<file path="src/rtl/pktcls_pkg.sv">
package pktcls_pkg;

  typedef enum logic [1:0] {
    CLS_PROG  = 2'd0,
    CLS_DATA  = 2'd1,
    CLS_OTHER = 2'd2
  } pkt_cls_e;

  typedef enum logic [2:0] {
    SM_IDLE = 3'd0,
    SM_PROG = 3'd1,
    SM_DATA = 3'd2,
    SM_PASS = 3'd3,
    SM_DROP = 3'd4
  } store_mode_e;

  typedef struct packed {
    logic vld;
    logic sop;
    logic eop;
  } beat_ctl_t;

endpackage

</file>
<file path="src/rtl/pkt_delay_line.sv">
module pkt_delay_line #(
  parameter int DW    = 32,
  parameter int DEPTH = 4
) (
  input  logic                  clk,
  input  logic                  rst,
  input  pktcls_pkg::beat_ctl_t ctl_i,
  input  logic [DW-1:0]         data_i,
  output pktcls_pkg::beat_ctl_t ctl_o,
  output logic [DW-1:0]         data_o
);
  import pktcls_pkg::*;

  beat_ctl_t     ctl_q [DEPTH];
  logic [DW-1:0] dat_q [DEPTH];

  // payload shift: no reset so it maps to shift-register primitives
  always_ff @(posedge clk) begin
    dat_q[0] <= data_i;
    for (int s = 1; s < DEPTH; s++) dat_q[s] <= dat_q[s-1];
  end

  always_ff @(posedge clk) begin
    if (rst) begin
      for (int s = 0; s < DEPTH; s++) ctl_q[s] <= '0;
    end else begin
      ctl_q[0] <= ctl_i;
      for (int s = 1; s < DEPTH; s++) ctl_q[s] <= ctl_q[s-1];
    end
  end

  assign ctl_o  = ctl_q[DEPTH-1];
  assign data_o = dat_q[DEPTH-1];

endmodule

</file>
<file path="src/rtl/pkt_tag_classifier.sv">
module pkt_tag_classifier #(
  parameter int            DW        = 32,
  parameter int            HDR_WORDS = 3,
  parameter logic [DW-1:0] TAG_PROG  = '0,
  parameter logic [DW-1:0] TAG_DATA  = DW'(1)
) (
  input  logic                  clk,
  input  logic                  rst,
  input  logic                  vld,
  input  logic                  sop,
  input  logic [DW-1:0]         data,
  output pktcls_pkg::pkt_cls_e  cls
);
  import pktcls_pkg::*;

  localparam int            IW    = $clog2(HDR_WORDS + 2) + 1;
  localparam logic [IW-1:0] TAG_I = IW'(HDR_WORDS);
  localparam logic [IW-1:0] SAT_I = IW'(HDR_WORDS + 1);

  logic [IW-1:0] idx_q, idx_now;

  assign idx_now = sop ? '0 : idx_q;

  always_ff @(posedge clk) begin
    if (rst) begin
      idx_q <= '0;
      cls   <= CLS_OTHER;
    end else if (vld) begin
      idx_q <= (idx_now == SAT_I) ? idx_now : idx_now + 1'b1;
      if (idx_now == TAG_I) begin
        if (data == TAG_PROG)      cls <= CLS_PROG;
        else if (data == TAG_DATA) cls <= CLS_DATA;
        else                       cls <= CLS_OTHER;
      end
    end
  end

endmodule

</file>
<file path="src/rtl/bank_ring.sv">
module bank_ring #(
  parameter int NB = 4,
  localparam int BW = (NB > 1) ? $clog2(NB) : 1
) (
  input  logic          clk,
  input  logic          rst,
  input  logic          commit,
  input  logic [NB-1:0] release_i,
  output logic [BW-1:0] ptr,
  output logic          avail,
  output logic [NB-1:0] full
);
  localparam logic [BW-1:0] LAST = BW'(NB - 1);

  logic [NB-1:0] seal;

  assign seal  = commit ? (NB'(1) << ptr) : '0;
  assign avail = !full[ptr];

  always_ff @(posedge clk) begin
    if (rst) begin
      ptr  <= '0;
      full <= '0;
    end else begin
      full <= (full & ~release_i) | seal;
      if (commit) ptr <= (ptr == LAST) ? '0 : ptr + 1'b1;
    end
  end

endmodule

</file>
<file path="src/rtl/pkt_classify_store.sv">
module pkt_classify_store #(
  parameter int DW         = 32,
  parameter int HDR_WORDS  = 3,
  parameter int PROG_BANKS = 2,
  parameter int PROG_DEPTH = 16,
  parameter int DATA_BANKS = 4,
  parameter int DATA_DEPTH = 16,
  parameter int CNT_W      = 8,
  localparam int PBW = (PROG_BANKS > 1) ? $clog2(PROG_BANKS) : 1,
  localparam int POW = (PROG_DEPTH > 1) ? $clog2(PROG_DEPTH) : 1,
  localparam int DBW = (DATA_BANKS > 1) ? $clog2(DATA_BANKS) : 1,
  localparam int DOW = (DATA_DEPTH > 1) ? $clog2(DATA_DEPTH) : 1
) (
  input  logic                  clk,
  input  logic                  rst,
  input  logic                  in_valid,
  input  logic                  in_sop,
  input  logic                  in_eop,
  input  logic [DW-1:0]         in_data,
  input  logic [PROG_BANKS-1:0] prog_free,
  input  logic [DATA_BANKS-1:0] data_free,
  output logic                  pm_we,
  output logic [PBW+POW-1:0]    pm_addr,
  output logic [DW-1:0]         pm_wdata,
  output logic                  dm_we,
  output logic [DBW+DOW-1:0]    dm_addr,
  output logic [DW-1:0]         dm_wdata,
  output logic                  wr_grant,
  output logic [PROG_BANKS-1:0] prog_full,
  output logic [DATA_BANKS-1:0] data_full,
  output logic                  pass_valid,
  output logic                  pass_sop,
  output logic                  pass_eop,
  output logic [DW-1:0]         pass_data,
  output logic [CNT_W-1:0]      drop_cnt
);
  import pktcls_pkg::*;

  localparam int            DLY   = HDR_WORDS + 1;
  localparam int            IW    = $clog2(PROG_DEPTH + DATA_DEPTH + HDR_WORDS + 2) + 1;
  localparam logic [IW-1:0] HDR_I = IW'(HDR_WORDS);
  localparam logic [IW-1:0] PD_I  = IW'(PROG_DEPTH);
  localparam logic [IW-1:0] DD_I  = IW'(DATA_DEPTH);

  // input framing and delay line
  beat_ctl_t     in_ctl, d_ctl;
  logic [DW-1:0] d_data;
  pkt_cls_e      cls;

  assign in_ctl = '{vld: in_valid, sop: in_sop, eop: in_eop};

  pkt_delay_line #(.DW(DW), .DEPTH(DLY)) u_dly (
    .clk(clk), .rst(rst), .ctl_i(in_ctl), .data_i(in_data),
    .ctl_o(d_ctl), .data_o(d_data)
  );

  pkt_tag_classifier #(.DW(DW), .HDR_WORDS(HDR_WORDS)) u_cls (
    .clk(clk), .rst(rst), .vld(in_valid), .sop(in_sop), .data(in_data),
    .cls(cls)
  );

  // bank bookkeeping for both memory classes
  logic           p_commit, d_commit, p_avail, d_avail;
  logic [PBW-1:0] p_ptr;
  logic [DBW-1:0] d_ptr;

  bank_ring #(.NB(PROG_BANKS)) u_pring (
    .clk(clk), .rst(rst), .commit(p_commit), .release_i(prog_free),
    .ptr(p_ptr), .avail(p_avail), .full(prog_full)
  );

  bank_ring #(.NB(DATA_BANKS)) u_dring (
    .clk(clk), .rst(rst), .commit(d_commit), .release_i(data_free),
    .ptr(d_ptr), .avail(d_avail), .full(data_full)
  );

  // store stage
  store_mode_e   mode_q, mode_now, start_mode;
  logic [IW-1:0] idx_q, idx_now, off_p;
  logic          prog_hit, data_hit, drop_inc;

  always_comb begin
    case (cls)
      CLS_PROG: start_mode = p_avail ? SM_PROG : SM_DROP;
      CLS_DATA: start_mode = d_avail ? SM_DATA : SM_DROP;
      default:  start_mode = SM_PASS;
    endcase
    mode_now = d_ctl.sop ? start_mode : mode_q;
    idx_now  = d_ctl.sop ? '0 : idx_q;
    off_p    = idx_now - HDR_I - 1'b1;
    prog_hit = d_ctl.vld && (mode_now == SM_PROG) && (idx_now > HDR_I) && (off_p < PD_I);
    data_hit = d_ctl.vld && (mode_now == SM_DATA) && (idx_now < DD_I);
    drop_inc = d_ctl.vld && d_ctl.sop && (start_mode == SM_DROP);
    p_commit = d_ctl.vld && d_ctl.eop && (mode_now == SM_PROG);
    d_commit = d_ctl.vld && d_ctl.eop && (mode_now == SM_DATA);
  end

  always_ff @(posedge clk) begin
    if (rst) begin
      mode_q <= SM_IDLE;
      idx_q  <= '0;
    end else if (d_ctl.vld) begin
      mode_q <= d_ctl.eop ? SM_IDLE : mode_now;
      idx_q  <= (idx_now == '1) ? idx_now : idx_now + 1'b1;
    end
  end

  always_ff @(posedge clk) begin
    if (rst) begin
      pm_we      <= 1'b0;
      dm_we      <= 1'b0;
      wr_grant   <= 1'b0;
      pass_valid <= 1'b0;
      pass_sop   <= 1'b0;
      pass_eop   <= 1'b0;
      drop_cnt   <= '0;
    end else begin
      pm_we      <= prog_hit;
      dm_we      <= data_hit;
      wr_grant   <= d_ctl.vld && (mode_now == SM_DATA);
      pass_valid <= d_ctl.vld && (mode_now == SM_PASS);
      pass_sop   <= d_ctl.vld && (mode_now == SM_PASS) && d_ctl.sop;
      pass_eop   <= d_ctl.vld && (mode_now == SM_PASS) && d_ctl.eop;
      if (drop_inc && (drop_cnt != '1)) drop_cnt <= drop_cnt + 1'b1;
    end
  end

  // address and data lanes carry no reset
  always_ff @(posedge clk) begin
    pm_addr   <= {p_ptr, off_p[POW-1:0]};
    pm_wdata  <= d_data;
    dm_addr   <= {d_ptr, idx_now[DOW-1:0]};
    dm_wdata  <= d_data;
    pass_data <= d_data;
  end

endmodule

</file>
<file path="config.mk">
export PLATFORM = sky130hd
export DESIGN_NAME = pkt_classify_store
export DESIGN_NICKNAME = d
export VERILOG_FILES = /design/src/rtl/pktcls_pkg.sv /design/src/rtl/pkt_delay_line.sv /design/src/rtl/pkt_tag_classifier.sv /design/src/rtl/bank_ring.sv /design/src/rtl/pkt_classify_store.sv
export SDC_FILE = /design/constraint.sdc
export NUM_CORES = 1
export LEC_CHECK = 0
export BUFFER_PORTS_ARGS = -buffer_cell sky130_fd_sc_hd__buf_2
export CAP_MARGIN = 30
export CORE_ASPECT_RATIO = 0.9
export CORE_MARGIN = 2
export CORE_UTILIZATION = 50
export DETAILED_ROUTE_END_ITERATION = 8
export PLACE_DENSITY = 0.78
export RECOVER_POWER = 50
export SLEW_MARGIN = 25
export SYNTH_ARGS = -nofsm -noshare
export SYNTH_HDL_FRONTEND = slang
export SYNTH_SLANG_ARGS = --single-unit
</file>
<file path="constraint.sdc">
create_clock -name clk -period 2.35 [get_ports clk]
set_clock_uncertainty 0.1 [all_clocks]
set_input_delay 0.1175 -clock clk [delete_from_list [all_inputs] [get_ports clk]]
set_output_delay 0.1175 -clock clk [all_outputs]
set_load 0.02 [all_outputs]
</file>
### Yosys cells after proc, flatten, opt, wreduce, memory -nomap -nowiden

Memory sizes are Yosys's and may differ from the RTL's. A register that Yosys moved wholly into a read port is not among the register bits.
Cells that the tools add are included.

* flip-flop bits (word level): 50
* output and inout bits: 127
* bits in latches: 0
* ROM bits: 0
* input port bits: 43
* memories kept: 2
* bits in writable memories: 140
* logic and storage cells: 97

* divide/modulo/power cells: 0
* shift operators: 2
* bitwise gates (word level): 10
* multipliers: 0
* magnitude comparators: 5
* add/subtract/negate cells: 7
* reduce and logical (&&, ||, !) cells: 17
* equal/unequal tests: 11
* multiplexer cells: 26

Memories
* u_dly.dat_q: depth 4, bits a word 32, read ports 4, clocked after memory_dff 1, wr ports 4, RTL line pkt_delay_line.sv:15 `logic [DW-1:0] dat_q [DEPTH];`
* u_dly.ctl_q: depth 4, bits a word 3, read ports 4, clocked after memory_dff 0, wr ports 4, RTL line pkt_delay_line.sv:14 `beat_ctl_t ctl_q [DEPTH];`

Operator list (count)
* equality test 32 x 1 -> 1 bit (second input constant): 1
* logical NOT 32 bit: 1
* two-way mux 3 bit: 8
* logical AND 1 bit: 14
* < comparator 7 x 5 -> 1 bit (second input constant): 2
* two-way mux 7 bit: 2
* two-way mux 4 bit: 3
* adder 8 x 1 -> 8 bit (second input constant): 1
* two-way mux 2 bit: 4
* != test 8 bit (second input constant): 1
* adder 7 x 1 -> 7 bit (second input constant): 1
* equality test 7 bit (second input constant): 1
* greater-than comparator 7 x 2 -> 1 bit (second input constant): 1
* two-way mux 1 bit: 7
* subtractor 7 x 1 -> 7 bit (second input constant): 1
* subtractor 7 x 2 -> 7 bit (second input constant): 1
* equality test 3 x 2 -> 1 bit (second input constant): 2
* one-hot mux 3 bit (2 select lines): 1
* adder 4 x 1 -> 4 bit (second input constant): 1
* AND 4 bit: 1
* equality test 4 x 2 -> 1 bit (second input constant): 1
* equality test 4 x 3 -> 1 bit (second input constant): 1
* inverter 4 bit: 1
* OR 1 bit: 4
* other kinds (17): 17

### Logic depth before layout (Yosys ltp)

Gate-level depths: netlist of run 1.

* depth in word-level cells: 9
* mapped depth: 11
* depth with buffers taken out: 8

### Modules after synthesis

From an unflattened synthesis of run 1, not the netlist that was laid out.

* cell total of the unflattened synthesis: 493
* area, all modules: 6267.3 µm²

Modules (own cells, without submodules)
* pkt_delay_line: times used 1, seq. area each 2802.7 µm², area an instance 2929.1 µm², cells each 153
* pkt_classify_store: times used 1, seq. area each 1301.2 µm², area an instance 2504.9 µm², cells each 249
* pkt_tag_classifier: times used 1, seq. area each 120.1 µm², area an instance 402.9 µm², cells each 48
* bank_ring (u_dring): times used 1, seq. area each 120.1 µm², area an instance 305.3 µm², cells each 31
* bank_ring (u_pring): times used 1, seq. area each 60.1 µm², area an instance 125.1 µm², cells each 12

### Worst setup path after synthesis of run 1

Ideal clock, no wire load.

* kind: register to register
* from: mem u_dly.ctl_q[3][1] (netlist name)
* to: reg idx_q[5]
* buffers on the path: 3
* arrival: 1881 ps
* slack: 242 ps
* required time: 2122 ps
* library setup time: 128 ps
* cell stages (with the launch flop): 12
* period minus slack after synthesis: 2108 ps
* path through: dfxtp_1 > buf_2 > clkbuf_1 > nand2b_1 > inv_1 > ha_1 > nand4_1 > o31a_1 > clkbuf_1 > nand4_1 > xnor2_1 > nor2_1

RTL lines
* start: declaration: RTL line pkt_delay_line.sv:14
* end signal: assignment: RTL line pkt_classify_store.sv:104 `idx_q <= (idx_now == '1) ? idx_now : idx_now + 1'b1;`
* end: declaration: RTL line pkt_classify_store.sv:79 `logic [IW-1:0] idx_q, idx_now, off_p;`

==> flow_metrics.py, run 1 <==
metrics = {
    "hold_path": {
        "whs_endpoint": "u_dly.dat_q[0][27]$_DFF_P_",
        "holdCritStartpoint": "in_data[27]",
        "hp-class": "in -> reg",
        "holdPathStages": 2,
    },
    "power": {
        "p_leak_uw": 0.00338,
        "ir_drop_mv": 0.471,
        "pwr-share-seq_pct": 52.5,
        "p_comb_share_pct": 4.6,
        "powerDensity_nw_per_um2": 958,
        "power.internal_uw": 5930,
        "p_clk_share_pct": 42.9,
        "power_switching_uw": 1570,
        "switching_share_pct": 20.9,
    },
    "grt": {
        "grt_overflow": 0,
        "grt_pass1_vias": 3702,
        "track_usage_pct": 16.3,
        "grt_max_degree": 26,
        "grt_pass1_wl_mm": 17.3,
        "antenna_found_initial": 0,
    },
    "critical_path": {
        "worst_setup_path_start_kind": "flip-flop",
        "path_class": "reg -> reg",
        "r2r_start": "u_dly.ctl_q[3][1]$_SDFF_PP0_",
        "r2r_end": "u_dring.full[3]$_SDFF_PP0_",
        "end_kind": "flip-flop",
        "crit_path_top_delay_cell": "dfxtp_1",
        "worstPathArrival_ns": 2.50,
        "worstPathCellList": "nor2b_1, a221o_1, or2_2, nor4_2, a22o_1",
        "critPathRequiredTime_ns": 2.67,
        "cpPeakStageDelay_ns": 0.44,
        "r2r_slack_ns": 0.17,
        "r2r_cells": 5,
        "cp_max_fo": 15,
    },
    "synth": {
        "synth_edf_count": 0,
        "netlist_area_um2": 6250,
        "yosysTopAreaCellShare_pct": 70.4,
        "synthTopCellsByArea": "dfxtp_1 70%, buf_4 7.9%, nor2_1 2.2%",
        "syn_nets": 553,
        "synth_mux_area_share_pct": 1.30,
        "postSynthAreaPerCell_um2": 12.5,
        "synth_cell_types": 42,
        "synth_seq_area_share_pct": 70.4,
        "yosys.area_share.adder_pct": 2.00,
        "synth_top_family_by_area": "simple AND/OR/NAND/NOR gates",
        "synthCells": 500,
        "yosysWarningCount": 0,
        "ys_seq_elements": 220,
        "synth_compound_area_share_pct": 5.78,
        "synth_largest_area_cell": "dfxtp_1",
        "synth-async-reset-ratio_pct": 0,
        "synthFlopType": "dfxtp_1",
        "synthXorXnorAreaFrac_pct": 1.40,
        "synth-simple-area-share_pct": 9.62,
    },
    "detailed_routing": {
        "drt_iter0_drc": 191,
        "wire_per_inst_um": 13.6,
        "drtPass1Iterations": 4,
        "drt-total-wl_mm": 11.4,
        "vias_per_cell": 4.67,
        "vias": 3901,
        "route.detailed.drc": 0,
        "ant_nets": 0,
    },
    "sta": {
        "period_minus_slack_ns": 2.18,
        "worst_pin_slew_ns": 0.708,
        "hold_violations": 0,
        "max_slew_margin_pct": 52.7,
        "clock.fmax_ghz": 0.459,
        "report.final.slew_viol_count": 0,
        "setup_viol": 0,
        "finalCritPeriodShare_pct": 92.8,
        "setup_tns_ns": 0,
        "rsz0062_at_grt": "false",
    },
    "placement": {
        "port_buffers": 169,
        "gp_congestion": 0.845,
        "post-dp-hpwl_mm": 7.58,
    },
    "status": {
        "status": "completed",
    },
    "finish": {
        "drive_gt1_share_pct": 27.1,
        "antennaDiodeCount": 0,
        "fin_nets": 714,
        "area_growth_syn_to_layout_pct": 25.2,
        "postLayoutCoreUtil_pct": 64.6,
    },
    "clock_tree": {
        "cts_resized": 0,
        "clk_pin_slew_ns": 0.06,
        "htree_num_levels": 1,
        "cts_tree": "built",
        "post_cts_buffers": 0,
        "cts-buffers-inserted": 21,
        "clock_tree.root_cell": "clkbuf_16",
        "clk_path_buf_depth": 3,
        "clk_latency_ns": 0.47,
        "numClockSinks": 220,
    },
    "floorplan": {
        "core_um2": 12100,
        "initial_utilization_pct": 51.6,
        "rows": 38,
        "chipWidth_um": 122,
        "die_area_um2": 13400,
        "fp.dieH_um": 110,
        "io_pins": 170,
    },
    "job": {
        "drv_cap": 0,
    },
}
## cell usage after synthesis (all sizes together), types with 2 or more instances
| library cell | instances |
|---|---|
| dfxtp | 220 |
| buf | 69 |
| nor2 | 36 |
| nand2 | 19 |
| nor2b | 16 |
| inv | 13 |
| nand3 | 12 |
| ha | 10 |
| xnor2 | 10 |
| a21oi | 9 |
| nor4 | 9 |
| clkbuf | 7 |
| mux2i | 7 |
| nand4 | 7 |
| nand2b | 6 |
| nor3 | 6 |
| a211oi | 5 |
| a22o | 4 |
| o31ai | 4 |
| a2111oi | 3 |
| a22oi | 3 |
| a31oi | 3 |
| and3 | 3 |
| o21ai | 3 |
| a31o | 2 |
| o211ai | 2 |
| or4 | 2 |
## cell type report
type	count	area, µm²
well taps	160	200
repair buffers	214	1250
multi-input cells	191	1260
fillers	911	4300
clock buffers	26	554
flip-flops and latches	220	4400
inverters	13	48.8
clock inverters	11	114
## cell families (layout without fill, tap and decap cells)
family,after synthesis,count (layout)
xor+xnor,10,10
buf+inv,89,264
fa+ha+maj,10,10
compound gates,44,44
flops,220,220
mux,8,8
simple gates,119,119
## power groups by stage
stage               clock (µW)  combinational (µW)  sequential (µW)
detailed placement           0                 295             4020
global placement             0                 293             4010
floorplan                    0                 197             4040
global route              3460                 369             3950
finish                    3220                 345             3940
CTS                       3300                 351             3940
## registers in the layout, summed over array words and instances (netlist names), 3 cells and up
register	flops
u_dly.dat_q	128
pass_data	32
u_dly.ctl_q	12
drop_cnt	8
idx_q	7
dm_addr	6
u_cls.idx_q	4
u_dring.full	4
mode_q	3
pm_addr	3
## layer usage
| metal | global-route usage (%) | vias to the layer above | part of all wire [%] |
|---|---|---|---|
| met5 | 0 | - | 0 |
| met4 | 4.35 | 0 | 1.8 |
| met3 | 3.70 | 20 | 6.8 |
| met2 | 32.4 | 139 | 52 |
| met1 | 17.3 | 1828 | 39 |
| li1 | - | 1914 | - |
## metrics by stage
stage          setup slack (ns)  total power (µW)  std cells  cell area [µm²]  hold WS, ns
2_1_floorplan             0.242              4240        500             6250       0.0452
3_3_place_gp              0.291              4300        756             6780        0.135
3_5_place_dp              0.201              4310        756             6780        0.138
4_1_cts                   0.195              7590        835             7870        0.180
5_1_grt                  0.0326              7780        835             7830        0.190
6_report                  0.170              7500        835             7830        0.203
## worst max path at each step
stage	start	to	depth (start not counted)
finish	u_dly.ctl_q[3][1]$_SDFF_PP0_	u_dring.full[3]$_SDFF_PP0_	5
global route	u_dring.ptr[0]$_SDFFE_PP0P_	dm_we$_SDFF_PP0_	5
CTS	u_dly.ctl_q[3][1]$_SDFF_PP0_	u_dring.full[2]$_SDFF_PP0_	5
detailed placement	u_dring.ptr[0]$_SDFFE_PP0P_	drop_cnt[7]$_SDFFE_PP0P_	5
global placement	u_dly.ctl_q[3][1]$_SDFF_PP0_	u_dring.full[1]$_SDFF_PP0_	5
floorplan	u_dly.ctl_q[3][1]$_SDFF_PP0_	idx_q[5]$_SDFFE_PP0P_	11
## cell usage in the layout, fill, tap and decap left out, types with 2 or more instances in the layout
cell type and instances:
nor3_1 6, clkbuf_16 21, or4_1 2, a22o_1 4, o211ai_1 2, a31o_2 2
clkinvlp_4 2, clkinv_2 6, bufinv_16 2, nor4_1 8, mux2i_1 7, nand4_1 7
xnor2_1 10, a22oi_1 3, dfxtp_1 220, nand3_1 12, a21oi_1 9, nand2_1 19
and3_1 3, buf_2 137, ha_1 10, nor2_1 36, a211oi_1 5, inv_1 13
nor2b_1 16, dlygate4sd3_1 42, buf_4 3, nand2b_1 6, a2111oi_2 2, clkbuf_1 36
o31ai_1 4, a31oi_1 2, o21ai_0 3
## timing repair
action | in CTS | in global routing
hold buffers | 42 | 0
endpoints found under the setup margin | 0 | 0
endpoints found under the hold margin | 56 | 0
## worst max-delay path: cells and delay by family (launching register included)
family          cells  cell delay [ns]
flops               1             0.44
compound gates      2             0.64
simple gates        3             0.94
(Power assumes the default switching activity.)
==> inputs of run 2 (changes only) <==
- ABC_AREA: unset -> 1
- CORE_MARGIN: 2 -> 5
- PLACE_DENSITY: 0.78 -> 0.77
==> run 2 against run 1 <==
Against the previous run: power shrank 0.84%; non-clock buffer count rose by 3; core utilization decreased by 0.98 points; fmax increased by 2.7%; first-iteration DRC count up 29%; routed wire length grew 6.8%; cell count grew 10%; register-to-register slack gained 0.06 ns; cell area rose by 2.7%.
==> flow_metrics.py, run 2 <==
metrics = {
    "critical_path": {
        "end_kind": "flip-flop",
        "critPathRequiredTime_ns": 2.67,
        "cpPeakStageDelay_ns": 0.57,
        "path_class": "reg -> reg",
        "crit_path_top_delay_cell": "dlygate4sd3_1",
        "cp_max_fo": 7,
        "worst_setup_path_start_kind": "flip-flop",
        "worstPathArrival_ns": 2.44,
        "worstPathCellList": "inv_2, nand2_1, nand3_1, nand2_2, nand2_4, nand2_4, nand2_2, nor2_4, nand4_1, a21oi_1, dlygate4sd3_1",
    },
    "finish": {
        "antennaDiodeCount": 0,
        "postLayoutCoreUtil_pct": 63.6,
        "drive_gt1_share_pct": 28.7,
        "final_cell_mix": "219 x dfxtp_1, 142 x buf_2, 58 x nand2_1, 50 x inv_1, 47 x dlygate4sd3_1",
        "largest_register_ffs": 128,
        "fin_nets": 799,
        "final_common_cell": "dfxtp_1",
        "area_growth_syn_to_layout_pct": 24.9,
        "reg_top3": "u_dly.dat_q x128, pass_data x32, u_dly.ctl_q x12",
        "top_register": "u_dly.dat_q",
    },
    "floorplan": {
        "rows": 39,
        "chipWidth_um": 130,
        "core_um2": 12600,
        "fp.dieH_um": 118,
        "die_area_um2": 15200,
        "initial_utilization_pct": 50.9,
        "io_pins": 170,
    },
    "synth": {
        "synth_most_common_cell": "dfxtp_1",
        "syn_nets": 633,
        "synth_largest_area_cell": "dfxtp_1",
        "ys_seq_elements": 220,
        "synth_seq_area_share_pct": 68.5,
        "yosysTopAreaCellShare_pct": 68.5,
        "yosysWarningCount": 0,
        "synthCells": 580,
        "synth_commonest_cells": "220 x dfxtp_1, 66 x buf_4, 58 x nand2_1",
        "synth-async-reset-ratio_pct": 0,
        "synth_edf_count": 0,
        "netlist_area_um2": 6430,
        "synthFlopType": "dfxtp_1",
        "postSynthAreaPerCell_um2": 11.1,
        "synth_cell_types": 38,
        "synthTopCellsByArea": "dfxtp_1 68%, buf_4 7.7%, nand2_1 3.4%",
    },
    "sta": {
        "setup_viol": 0,
        "finalCritPeriodShare_pct": 90.3,
        "rsz0062_at_grt": "false",
        "max_slew_margin_pct": 45.1,
        "report.final.slew_viol_count": 0,
        "worst_pin_slew_ns": 0.823,
        "hold_violations": 0,
        "clock.fmax_ghz": 0.471,
        "period_minus_slack_ns": 2.12,
        "setup_tns_ns": 0,
    },
    "clock_tree": {
        "numClockSinks": 220,
        "cts_tree": "built",
        "cts-buffers-inserted": 20,
        "htree_num_levels": 1,
        "clk_latency_ns": 0.48,
        "clk_pin_slew_ns": 0.06,
        "clock_tree.root_cell": "clkbuf_16",
        "clk_path_buf_depth": 3,
    },
    "placement": {
        "gp_congestion": 0.852,
        "post-dp-hpwl_mm": 8.26,
        "port_buffers": 169,
    },
    "power": {
        "ir_drop_mv": 0.452,
        "p_leak_uw": 0.00363,
        "powerDensity_nw_per_um2": 925,
    },
    "grt": {
        "grt_max_degree": 22,
        "antenna_found_initial": 0,
        "grt_pass1_wl_mm": 19.5,
        "grt_overflow": 0,
        "grt_pass1_vias": 4202,
        "track_usage_pct": 15.5,
    },
    "detailed_routing": {
        "drt_iter0_drc": 246,
        "wl_met1_mm": 4.76,
        "ant_nets": 0,
        "vias_per_cell": 4.52,
        "wire_per_inst_um": 13.2,
        "drtPass1Iterations": 4,
        "wl_met3_um": 934,
        "dr_wl_met2_mm": 6.16,
        "highest_layer": "met4",
        "drt-total-wl_mm": 12.1,
        "vias": 4167,
        "route.detailed.drc": 0,
    },
    "hold_path": {
        "hp-class": "in -> reg",
    },
    "status": {
        "status": "completed",
    },
    "job": {
        "drv_cap": 0,
    },
}
==> run 2: cell types whose count changed after synthesis, moves of 7 or more <==
cell     previous run  this run
o21ai_1             0         8
nor2b_1            16         0
nand4_1             7        15
inv_1              13        49
nand2_1            19        58
xnor2_1            10         2
inv_2               0        11
mux2i_1             7         0
a21oi_1             9        17
==> run 2: metal layers <==
metal | GRT usage [%] | vias up
li1 | - | 2088
met1 | 17.6 | 1905
met2 | 28.6 | 149
met3 | 3.04 | 25
met4 | 4.87 | 0
met5 | 0 | -
==> run 2: worst paths after layout <==
| kind | from | endpoint | slack, ns | cells past startpoint |
|---|---|---|---|---|
| worst max-delay path | u_dring.ptr[0]$_SDFFE_PP0P_ | u_pring.full[0]$_SDFF_PP0_ | 0.23 | 11 |
| worst min-delay path | in_data[29] | u_dly.dat_q[0][29]$_DFF_P_ | 0.19 | 2 |
| worst max register to register | u_dring.ptr[0]$_SDFFE_PP0P_ | u_pring.full[0]$_SDFF_PP0_ | 0.23 | 11 |
| worst min register to register | u_dly.dat_q[0][28]$_DFF_P_ | u_dly.dat_q[1][28]$_DFF_P_ | 0.22 | 0 |
==> run 2: report_power, final <==
| group | switching, µW | internal, µW | total (µW) |
|---|---|---|---|
| combinational | 219 | 138 | 356 |
| sequential | 50.4 | 3890 | 3940 |
| clock | 1290 | 1850 | 3140 |
| total | 1560 | 5880 | 7440 |
==> run 2: critical path: cells and delay by family (launching register included) <==
| family | cells | cell delay, ns |
|---|---|---|
| AO/OA/AOI/OAI | 1 | 0.14 |
| buffers and inverters | 2 | 0.67 |
| flip-flops | 1 | 0.45 |
| AND/OR/NAND/NOR | 8 | 0.71 |
==> run 2: metrics by stage <==
stage | hold WS, ns | cells | instance area, µm² | total power [µW] | worst slack, ns
floorplan | 0.0452 | 580 | 6430 | 4250 | 0.643
global placement | 0.135 | 841 | 6950 | 4310 | 0.439
detailed placement | 0.136 | 841 | 6950 | 4330 | 0.337
CTS | 0.173 | 921 | 8070 | 7520 | 0.191
global route | 0.173 | 921 | 8040 | 7720 | 0.0405
finish | 0.190 | 921 | 8040 | 7440 | 0.227
==> run 2: area by class of cell <==
class | count | area [µm²]
clock buffers | 25 | 539
clock inverters | 8 | 108
fillers | 967 | 4600
inverters | 63 | 238
multi-input cells | 224 | 1250
flip-flops and latches | 220 | 4410
well taps | 164 | 205
repair buffers | 217 | 1290
==> run 2: kinds of logic (layout without fill, tap and decap cells) <==
| kind of cell | after synthesis | in the layout | synth area share, % |
|---|---|---|---|
| compound gates | 42 | 42 | 4.05 |
| xor+xnor | 3 | 3 | 0.409 |
| fa+ha+maj | 10 | 10 | 1.95 |
| buf+inv | 136 | 313 | 12.1 |
| flops | 220 | 220 | 68.5 |
| simple gates | 169 | 169 | 13.1 |
==> run 2: timing repair <==
action / CTS / global route
hold endpoints to repair: 51 / 0
endpoints found under the setup margin: 0 / 1
buffers inserted: 0 / 0
hold buffers: 47 / 0
resized for setup: 0 / 1
==> inputs of run 3 (changes only) <==
- ABC_CLOCK_PERIOD_IN_PS: unset -> 2200
- clock period: 2.35 -> 2.2 ns (I/O delays scaled with it)
==> run 3 against run 2 <==
Against the previous run: fmax increased by 7.8%; worst hold slack got worse by 0.15 ns; power increased by 7.5%; clock power increased by 8.3%; largest cell class unchanged.
==> flow_metrics.py, run 3 (synthesized netlist as in run 2, its figures left out) <==
metrics = {
    "status": {
        "status": "completed",
    },
    "clock_tree": {
        "clk_latency_ns": 0.48,
        "clk_path_buf_depth": 3,
        "clk_pin_slew_ns": 0.06,
        "htree_num_levels": 1,
        "clock_tree.root_cell": "clkbuf_16",
        "post_cts_buffers": 0,
        "cts-buffers-inserted": 21,
        "cts_tree": "built",
        "numClockSinks": 220,
    },
    "grt": {
        "grt_max_degree": 34,
        "antenna_found_initial": 0,
        "grt_pass1_vias": 4123,
        "grt_overflow": 0,
        "track_usage_pct": 15.1,
        "grt_pass1_wl_mm": 19.2,
    },
    "power": {
        "p_leak_uw": 0.00361,
        "ir_drop_mv": 0.440,
        "powerDensity_nw_per_um2": 999,
        "power_uw": 7990,
    },
    "finish": {
        "fin_nets": 794,
        "reg_top3": "u_dly.dat_q x128, pass_data x32, u_dly.ctl_q x12",
        "final_common_cell": "dfxtp_1",
        "post_layout_nonfiller_instances": 916,
        "largest_register_ffs": 128,
        "top_register": "u_dly.dat_q",
        "antennaDiodeCount": 0,
        "area_growth_syn_to_layout_pct": 24.4,
        "final_cell_mix": "219 x dfxtp_1, 143 x buf_2, 58 x nand2_1, 50 x inv_1, 42 x nor2_1",
        "drive_gt1_share_pct": 29.3,
    },
    "critical_path": {
        "critPathRequiredTime_ns": 2.46,
        "r2r_slack_ns": 0.23,
        "path_class": "reg -> reg",
        "worstPathArrival_ns": 2.23,
        "end_kind": "flip-flop",
        "worst_setup_path_start_kind": "flip-flop",
        "r2r_end": "idx_q[5]$_SDFFE_PP0P_",
        "cp_max_fo": 10,
        "r2r_cells": 11,
        "r2r_start": "u_dly.ctl_q[3][1]$_SDFF_PP0_",
    },
    "sta": {
        "setup_slack_ns": 0.230,
        "hold_violations": 0,
        "worst_pin_slew_ns": 0.560,
        "setup_viol": 0,
        "max_slew_margin_pct": 62.6,
        "clock.fmax_ghz": 0.508,
        "finalCritPeriodShare_pct": 89.5,
        "period_minus_slack_ns": 1.97,
        "setup_tns_ns": 0,
        "rsz0062_at_grt": "false",
        "report.final.slew_viol_count": 0,
    },
    "detailed_routing": {
        "vias_per_cell": 4.53,
        "route.detailed.drc": 0,
        "drt_iter0_drc": 307,
        "drt-total-wl_mm": 11.9,
        "vias": 4146,
        "drtPass1Iterations": 4,
        "ant_nets": 0,
        "wire_per_inst_um": 13.0,
    },
    "placement": {
        "placed_cells": 841,
        "gp_congestion": 0.851,
        "post-dp-hpwl_mm": 8.13,
        "pre_cts_ws_ns": 0.190,
        "port_buffers": 169,
    },
    "floorplan": {
        "rows": 39,
        "chipWidth_um": 130,
        "io_pins": 170,
        "die_area_um2": 15200,
        "initial_utilization_pct": 50.9,
        "fp.dieH_um": 118,
        "core_um2": 12600,
    },
    "hold_path": {
        "holdCritStartpoint": "rst",
        "hp-class": "in -> reg",
        "holdPathStages": 3,
        "whs_endpoint": "u_dly.ctl_q[0][0]$_SDFF_PP0_",
    },
    "job": {
        "drv_cap": 0,
    },
}
## run 3: how the worst max path moves through the flow
stage	from	to	slack (ns)	cells after the start
global placement	u_dly.ctl_q[3][1]$_SDFF_PP0_	idx_q[5]$_SDFFE_PP0P_	0.29	10
global route	u_dly.ctl_q[3][1]$_SDFF_PP0_	idx_q[5]$_SDFFE_PP0P_	0.02	11
CTS	u_dly.ctl_q[3][1]$_SDFF_PP0_	idx_q[5]$_SDFFE_PP0P_	0.17	11
finish	u_dly.ctl_q[3][1]$_SDFF_PP0_	idx_q[5]$_SDFFE_PP0P_	0.23	11
floorplan	u_dly.ctl_q[3][1]$_SDFF_PP0_	idx_q[5]$_SDFFE_PP0P_	0.49	12
detailed placement	u_dly.ctl_q[3][1]$_SDFF_PP0_	idx_q[5]$_SDFFE_PP0P_	0.19	10
## run 3: power breakdown
group          internal [µW]  switching [µW]  total [µW]
Clock                   2030            1370        3400
Sequential              4150            54.8        4210
Combinational            147             232         379
## run 3: metrics by stage
| step | hold WS, ns | util (%) | cell area (µm²) |
|---|---|---|---|
| after CTS | 0.0263 | 63.5 | 8030 |
| final | 0.0395 | 63.3 | 8000 |
| after global placement | 0.127 | 55.0 | 6950 |
| after detailed placement | 0.130 | 55.0 | 6950 |
| after floorplan | 0.0377 | - | 6430 |
| after global routing | 0.0455 | 63.3 | 8000 |
## run 3: cell type report
cell class              instances  area, µm²
inverters                      63        238
fillers                       968       4640
clock inverters                 6       66.3
clock buffers                  28        602
repair buffers                211       1230
well taps                     164        205
flip-flops and latches        220       4410
multi-input cells             224       1250
## run 3: critical path, stage by stage (launching register included)
cell and delay (ns):
dfxtp_2 0.38, inv_2 0.13, nand2_1 0.09, inv_1 0.13, ha_1 0.24, nand2_1 0.12
o21ai_2 0.27, inv_2 0.10, nand4_1 0.10, o21ai_1 0.08, nand2_1 0.06, nor2_1 0.05
## run 3: routing by layer
metal	vias up	wire length (µm)	global-route usage [%]
met1	1886	4710	17.9
met3	27	1060	3.49
met2	157	5840	27.0
met4	0	291	4.35
li1	2076	-	-
met5	-	0	0
## run 3: repair_timing
| item | CTS | global route |
|---|---|---|
| setup endpoints to repair | 0 | 3 |
| endpoints found under the hold margin | 47 | 0 |
| gates resized for setup | 0 | 1 |
| hold buffers | 41 | 0 |
